[src/rtl/dio_pkg.sv]
package dio_pkg;

   typedef enum logic [1:0] {
      OP_AND = 2'd0,
      OP_OR  = 2'd1,
      OP_XOR = 2'd2,
      OP_NOR = 2'd3
   } redop_e;

   typedef enum logic [2:0] {
      CFG_DIR  = 3'd0,
      CFG_POL  = 3'd1,
      CFG_FILT = 3'd2,
      CFG_LVL  = 3'd3,
      CFG_RSEL = 3'd4,
      CFG_PSEL = 3'd5,
      CFG_OPND = 3'd6,
      CFG_OP   = 3'd7
   } cfgreg_e;

endpackage

[src/rtl/dio_sync.sv]
module dio_sync #(
   parameter int W      = 32,
   parameter int STAGES = 2
) (
   input  logic         clk,
   input  logic         rst_n,
   input  logic [W-1:0] d,
   output logic [W-1:0] q
);

   logic [W-1:0] stg [STAGES];

   always_ff @(posedge clk or negedge rst_n) begin
      if (!rst_n) begin
         for (int i = 0; i < STAGES; i++) stg[i] <= '0;
      end else begin
         stg[0] <= d;
         for (int i = 1; i < STAGES; i++) stg[i] <= stg[i-1];
      end
   end

   assign q = stg[STAGES-1];

endmodule

[src/rtl/dio_glitch_filter.sv]
module dio_glitch_filter #(
   parameter int LEN = 4
) (
   input  logic clk,
   input  logic rst_n,
   input  logic din,
   output logic dout
);

   localparam int CW = (LEN > 2) ? $clog2(LEN) : 1;
   localparam logic [CW-1:0] CNT_LAST = CW'(LEN - 1);

   logic [CW-1:0] cnt;

   always_ff @(posedge clk or negedge rst_n) begin
      if (!rst_n) begin
         dout <= 1'b0;
         cnt  <= '0;
      end else if (din == dout) begin
         cnt  <= '0;
      end else if (cnt == CNT_LAST) begin
         dout <= din;
         cnt  <= '0;
      end else begin
         cnt  <= cnt + 1'b1;
      end
   end

   AST_FLT_CNT_RANGE: assert property (@(posedge clk) disable iff (!rst_n)
      cnt <= CNT_LAST);

   AST_FLT_SETTLED: assert property (@(posedge clk) disable iff (!rst_n)
      (dout != $past(dout)) |-> ($past(din) == dout));

   AST_FLT_NO_EARLY: assert property (@(posedge clk) disable iff (!rst_n)
      (dout != $past(dout)) |-> ($past(cnt) == CNT_LAST));

endmodule

[src/rtl/dio_reduce.sv]
module dio_reduce
   import dio_pkg::*;
#(
   parameter int W = 32
) (
   input  logic         clk,
   input  logic         rst_n,
   input  logic [W-1:0] val,
   input  logic [W-1:0] opnd,
   input  redop_e       op,
   output logic         res
);

   logic res_d;
   logic empty;

   assign empty = ~|opnd;

   always_comb begin
      unique case (op)
         OP_AND:  res_d = &(val | ~opnd);
         OP_OR:   res_d = |(val & opnd);
         OP_XOR:  res_d = ^(val & opnd);
         default: res_d = ~|(val & opnd);
      endcase
      if (empty) res_d = 1'b0;
   end

   always_ff @(posedge clk or negedge rst_n) begin
      if (!rst_n) res <= 1'b0;
      else        res <= res_d;
   end

   AST_RED_EMPTY_ZERO: assert property (@(posedge clk) disable iff (!rst_n)
      ($past(opnd) == '0) |-> !res);

   AST_RED_OR_HIT: assert property (@(posedge clk) disable iff (!rst_n)
      ($past(op) == OP_OR && $past(|(val & opnd))) |-> res);

   AST_RED_NOR_MISS: assert property (@(posedge clk) disable iff (!rst_n)
      ($past(op) == OP_NOR && $past(|(val & opnd))) |-> !res);

endmodule

[src/rtl/dio_matrix.sv]
module dio_matrix
   import dio_pkg::*;
#(
   parameter int NCH         = 32,
   parameter int SYNC_STAGES = 2,
   parameter int FILT_LEN    = 4
) (
   input  logic           clk,
   input  logic           rst_n,
   input  logic           cfg_we,
   input  logic [2:0]     cfg_addr,
   input  logic [NCH-1:0] cfg_wdata,
   input  logic [NCH-1:0] pad_in,
   input  logic           pwm_in,
   output logic [NCH-1:0] pad_oe,
   output logic [NCH-1:0] pad_out,
   output logic [NCH-1:0] in_value
);

   if (NCH < 2) begin : g_bad_nch
      $error("dio_matrix: NCH must be at least 2");
   end
   if (SYNC_STAGES < 2) begin : g_bad_sync
      $error("dio_matrix: SYNC_STAGES must be at least 2");
   end
   if (FILT_LEN < 2) begin : g_bad_filt
      $error("dio_matrix: FILT_LEN must be at least 2");
   end

   logic [NCH-1:0] dir_q, pol_q, filt_q, lvl_q, rsel_q, psel_q, opnd_q;
   redop_e         op_q;

   always_ff @(posedge clk or negedge rst_n) begin
      if (!rst_n) begin
         dir_q  <= '0;
         pol_q  <= '0;
         filt_q <= '0;
         lvl_q  <= '0;
         rsel_q <= '0;
         psel_q <= '0;
         opnd_q <= '0;
         op_q   <= OP_AND;
      end else if (cfg_we) begin
         unique case (cfgreg_e'(cfg_addr))
            CFG_DIR:  dir_q  <= cfg_wdata;
            CFG_POL:  pol_q  <= cfg_wdata;
            CFG_FILT: filt_q <= cfg_wdata;
            CFG_LVL:  lvl_q  <= cfg_wdata;
            CFG_RSEL: rsel_q <= cfg_wdata;
            CFG_PSEL: psel_q <= cfg_wdata;
            CFG_OPND: opnd_q <= cfg_wdata;
            default:  op_q   <= redop_e'(cfg_wdata[1:0]);
         endcase
      end
   end

   logic [NCH-1:0] synced, polar, filtered, cond;

   dio_sync #(.W(NCH), .STAGES(SYNC_STAGES)) u_sync (
      .clk   (clk),
      .rst_n (rst_n),
      .d     (pad_in),
      .q     (synced)
   );

   assign polar = synced ^ pol_q;

   for (genvar i = 0; i < NCH; i++) begin : g_in
      dio_glitch_filter #(.LEN(FILT_LEN)) u_filt (
         .clk   (clk),
         .rst_n (rst_n),
         .din   (polar[i]),
         .dout  (filtered[i])
      );
      assign cond[i] = filt_q[i] ? filtered[i] : polar[i];
   end

   assign in_value = cond;

   logic red_res;

   dio_reduce #(.W(NCH)) u_reduce (
      .clk   (clk),
      .rst_n (rst_n),
      .val   (cond),
      .opnd  (opnd_q & ~dir_q),
      .op    (op_q),
      .res   (red_res)
   );

   for (genvar i = 0; i < NCH; i++) begin : g_out
      logic src;
      always_comb begin
         if (psel_q[i])      src = pwm_in;
         else if (rsel_q[i]) src = red_res;
         else                src = lvl_q[i];
      end
      assign pad_out[i] = dir_q[i] & src;

      AST_IN_QUIET: assert property (@(posedge clk) disable iff (!rst_n)
         !pad_oe[i] |-> !pad_out[i]);
   end

   assign pad_oe = dir_q;

   AST_OE_FOLLOWS_WRITE: assert property (@(posedge clk) disable iff (!rst_n)
      (cfg_we && cfg_addr == 3'd0) |=> (pad_oe == $past(cfg_wdata)));

endmodule

[config.mk]
export PLATFORM = sky130hd
export DESIGN_NAME = dio_matrix
export DESIGN_NICKNAME = d
export VERILOG_FILES = /design/src/rtl/dio_pkg.sv /design/src/rtl/dio_sync.sv /design/src/rtl/dio_glitch_filter.sv /design/src/rtl/dio_reduce.sv /design/src/rtl/dio_matrix.sv
export SDC_FILE = /design/constraint.sdc
export NUM_CORES = 1
export LEC_CHECK = 0
export ABC_AREA = 1
export ABC_CLOCK_PERIOD_IN_PS = 2300
export BUFFER_PORTS_ARGS = -buffer_cell sky130_fd_sc_hd__buf_2
export CAP_MARGIN = 15
export CORE_ASPECT_RATIO = 1.1
export CORE_MARGIN = 2
export CORE_UTILIZATION = 50
export DETAILED_ROUTE_END_ITERATION = 6
export GPL_TIMING_DRIVEN = 0
export HOLD_SLACK_MARGIN = 0.1
export MAX_ROUTING_LAYER = met4
export PLACE_DENSITY_LB_ADDON = 0.25
export SYNTH_ARGS = -nofsm -noshare
export SYNTH_HDL_FRONTEND = slang
export SYNTH_HIERARCHICAL = 1
export SYNTH_SLANG_ARGS = --single-unit
[constraint.sdc]
create_clock -name clk -period 2.3 [get_ports clk]
set_input_delay 0.46 -clock clk [delete_from_list [all_inputs] [get_ports clk]]
set_output_delay 0.46 -clock clk [all_outputs]
set_load 0.02 [all_outputs]
==> metrics.md <==
| Metric | Value |
|---|---|
| R2r setup slk | ~0.14 ns |
| CP max-delay cell | dfrtp_2 |
| Gr busiest metal | met2 |
| Layout Cells excl Fill | between 3,000 and 4,000 |
| Max Slew Vio Count | 0 |
| First-pass DRT Iterations | 7 |
| Tot GR Track Use | 26.28% |
| CP startpoint kind | register |
| Reg2Reg Capture Point | u_reduce/res |
| 1st-iter DRT viols | 1,130 |
| Post-Place Cells | 3,038 |
| Clock-pin slew on the worst setup and hold paths | approximately 0.060 ns |
| Share of the synthesized area in the top cell type | between 50% and 60% |
| Initial antenna violation count | 2 |
| Status | complete, but fails checks |
| Yosys reg bits | around 390 |
| Setup TNS Final | 0 ns |
| CORE AREA | 36,170 um2 |
| Slowest stage delay, CP | around 0.44 ns |
| Synth async-reset ratio | 100.0% |
| Syn Area/Cell | 7.706 um2 |
| Most frequent cell after synthesis | nand2_1 |
| Clock H-tree levels | 2 |
| Clk root buf | clkbuf_16 |
| Met2 GRT Util | 44.04% |
| Grt ovf | 0 |
| Minimum clock period | 2.240 ns |
| Max cap viols | 0 |
| Wire length per cell | ~15 um |
| Final worst-path cycle share | 97.37% |
| Final worst slack | 0.06044 ns |
| Starting Density | 50.79% |
| Routing usage on met3 | 4.214% |
| Drt drc | 8 |
| Final instance area | 21,660 um2 |
| CTS tree | yes |
| Seq pwr share | 41.4% |
| Setup violations, final | 0 |
| Worst slack at placement | 0.1130 ns |
| Area after DPL | 19,890 um2 |
| Final hold vios | 0 |
| Worst Path Buf+Inv | 2 |
| Sw Share | 34.89% |
| Area delta synth->final | 17.91% |
| Clock power share | 29.7% |
| Ys flop type | dfrtp_1 |
| Ports | 167 |
| Core Rows | 73 |
| Largest cells by area after synthesis | dfrtp_1, nand2_1, inv_1 |
| M1 GR Usage | 32.56% |
| Total number of vias | 15,595 |
| Routability Congestion | 0.8658 |
| Final nets | 2,747 |
| Most frequent cells after synthesis | nand2_1, dfrtp_1, inv_1 |
| Die Wd | 186.8 um |
| Dpl hpwl | 34,020 um |
| Mapped Cells | 2,384 |
| DIE AREA | 38,290 um2 |
| Crit end category | primary output |
| Data arrival time of the worst path | 1.78 ns |
| Detail Route Antenna Nets | 0 |
| Hold Path Stages | 3 |
| Clock latency at the later pin of the worst-skew pair | around 0.55 ns |
| Total power | 22.67 mW |
| Yosys warns | 6 |
| Logic pwr share | 28.9% |
| Crit-path cells | clkbuf_8, nand2_1, nand2_1, nor2_1, nor2_1, buf_2 |
| P_leak | approximately 12 nW |
| Die Height | about 210 um |
| Worst-Margin Slew | 0.7259 ns |
| Sequential share of the synthesized area | 52.72% |
| Worst Hold Launch | cfg_wdata[5] |
| Netlist cell types | 24 |
| Buffers added on ports | 164 |
| Largest delay contributor family on the critical path | flip-flops |
| Failing checks | design-rule violations |
| HP Class | input port to register |
| Max Fclk | 446.5 MHz |
| RSZ-0062 raised after global routing | no |
| Post-layout util | 59.88% |
| Global-route wire length before repair | 77,360 um |
| Setup Crit Path Kind | register to primary output |
| Req. time, crit path | 1.84 ns |
| Vias per cell | 4.956 |
| P_sw | just under 8 mW |
| Worst hold slack | roughly 0.20 ns |
| Worst-path maximum fanout | 10 |
| Largest net degree at the start of global routing | around 120 |
| WL final | approximately 48,000 um |
| Peak supply drop | 758.9 uV |
| Area leader, netlist | dfrtp_1 |
| Netlist Area Pre-Place | approximately 18,000 um2 |
| R2R cell count | 15 |
| Internal power | approximately 15 mW |
| TritonCTS buffer count | 42 |
| CTS Sinks | 387 |
| Syn Nets | 2,503 |
| Vias in the first global route | 15,151 |
| Reg2reg start | u_sync/q[21] |
| Worst clock skew | approximately 0.0083 ns |
| Power Density | 1047 nW/um2 |
| EDFF count, synth | 0 |
| Clk buf depth | 3 |
| Relative slew slack | 51.61% |
| Worst Hold End | opnd_q[5] |
| Layout cells sized above 1 | ~14% |
==> layout make-up <==
type                            instances  area (um2)
Clock inverter                         14       148.9
Buffer                                 96       553.0
Timing Repair Buffer                  200        1244
Antenna cell                            2       5.005
Inverter                              282        1059
Clock buffer                           60        1210
Fill cell                            3244       14510
Tap cell                              487       609.3
Multi-Input combinational cell       1619        7146
Sequential cell                       387        9686
==> power groups by stage <==
stage               sequential, mW  combinational, mW  clock, mW
floorplan                     9.32               4.47          0
global placement              9.39               6.10          0
detailed placement            9.47               6.39          0
CTS                           9.37               6.53       6.84
global route                  9.58               7.57       7.13
finish                        9.38               6.56       6.73
==> cells by family after synthesis <==
| group | synth area share [%] |
|---|---|
| and+or+nand+nor | 33.29 |
| DFF | 52.72 |
| buffers and inverters | 8.643 |
| AOI/OAI and AO/OA | 1.941 |
| adders and majority gates | 3.269 |
| xor gates and xnor gates | 0.1431 |
==> timing repair <==
action                                 CTS  global route
endpoints found under the hold margin  106             0
pin swaps                                0             1
resized for setup                        8            20
setup endpoints to repair               30            19
hold buffers                            33             0
buffers inserted                         0             0
==> per-layer routing <==
layer / wire length [um] / vias to the layer above
met3: 3060 / 100
li1: - / 7655
met1: 20000 / 7407
met5: 0 / -
met4: 1541 / 0
met2: 23300 / 433
==> worst max path at each step <==
stage                 startpoint        endpoint  slack [ns]  cells past startpoint
global route        u_sync/q[28]    u_reduce/res       0.001                     16
finish              u_reduce/res     pad_out[31]        0.06                      6
CTS                 u_reduce/res     pad_out[10]      -0.007                      6
floorplan           u_sync/q[22]    u_reduce/res        0.27                     16
global placement           rst_n  u_sync/stg[49]       -6.88                      1
detailed placement        pwm_in     pad_out[21]        0.11                      5
==> cells in the final DEF (no fill, tap or decap), types with 8 or more instances in the layout <==
master	n
nand2_1	992
dfrtp_1	386
inv_1	276
nor2_1	219
buf_2	201
nand3_1	162
o21ai_0	67
ha_1	47
clkbuf_16	43
buf_4	33
dlygate4sd3_1	33
or2_2	32
and2_1	32
or2_0	32
clkbuf_1	30
nand2_2	14
clkinv_2	10
clkbuf_8	9
nor4_1	8
==> registers in the layout, indices dropped and copies added (netlist names) <==
register,count
lvl_q,32
pol_q,32
g_in.u_filt/dout,32
u_sync/q,32
psel_q,32
u_sync/stg,32
op_q,2
rsel_q,32
u_reduce/res,1
pad_oe,32
filt_q,32
g_in.u_filt/cnt,64
opnd_q,32
==> worst reg2reg max path, cell delays in order, from the launching register on <==
cell     delay [ns]
dfrtp_1        0.36
buf_4          0.13
or2_2          0.28
nand3_1        0.07
nand2_1        0.13
nand2_1        0.12
ha_1           0.14
nand2_1        0.06
nor2_1         0.12
nand2_1        0.11
nor2_1         0.13
inv_1          0.07
o21ai_1        0.14
nand2_1        0.07
inv_1          0.07
a21oi_2        0.05
Power figures use the tool's default switching activity.
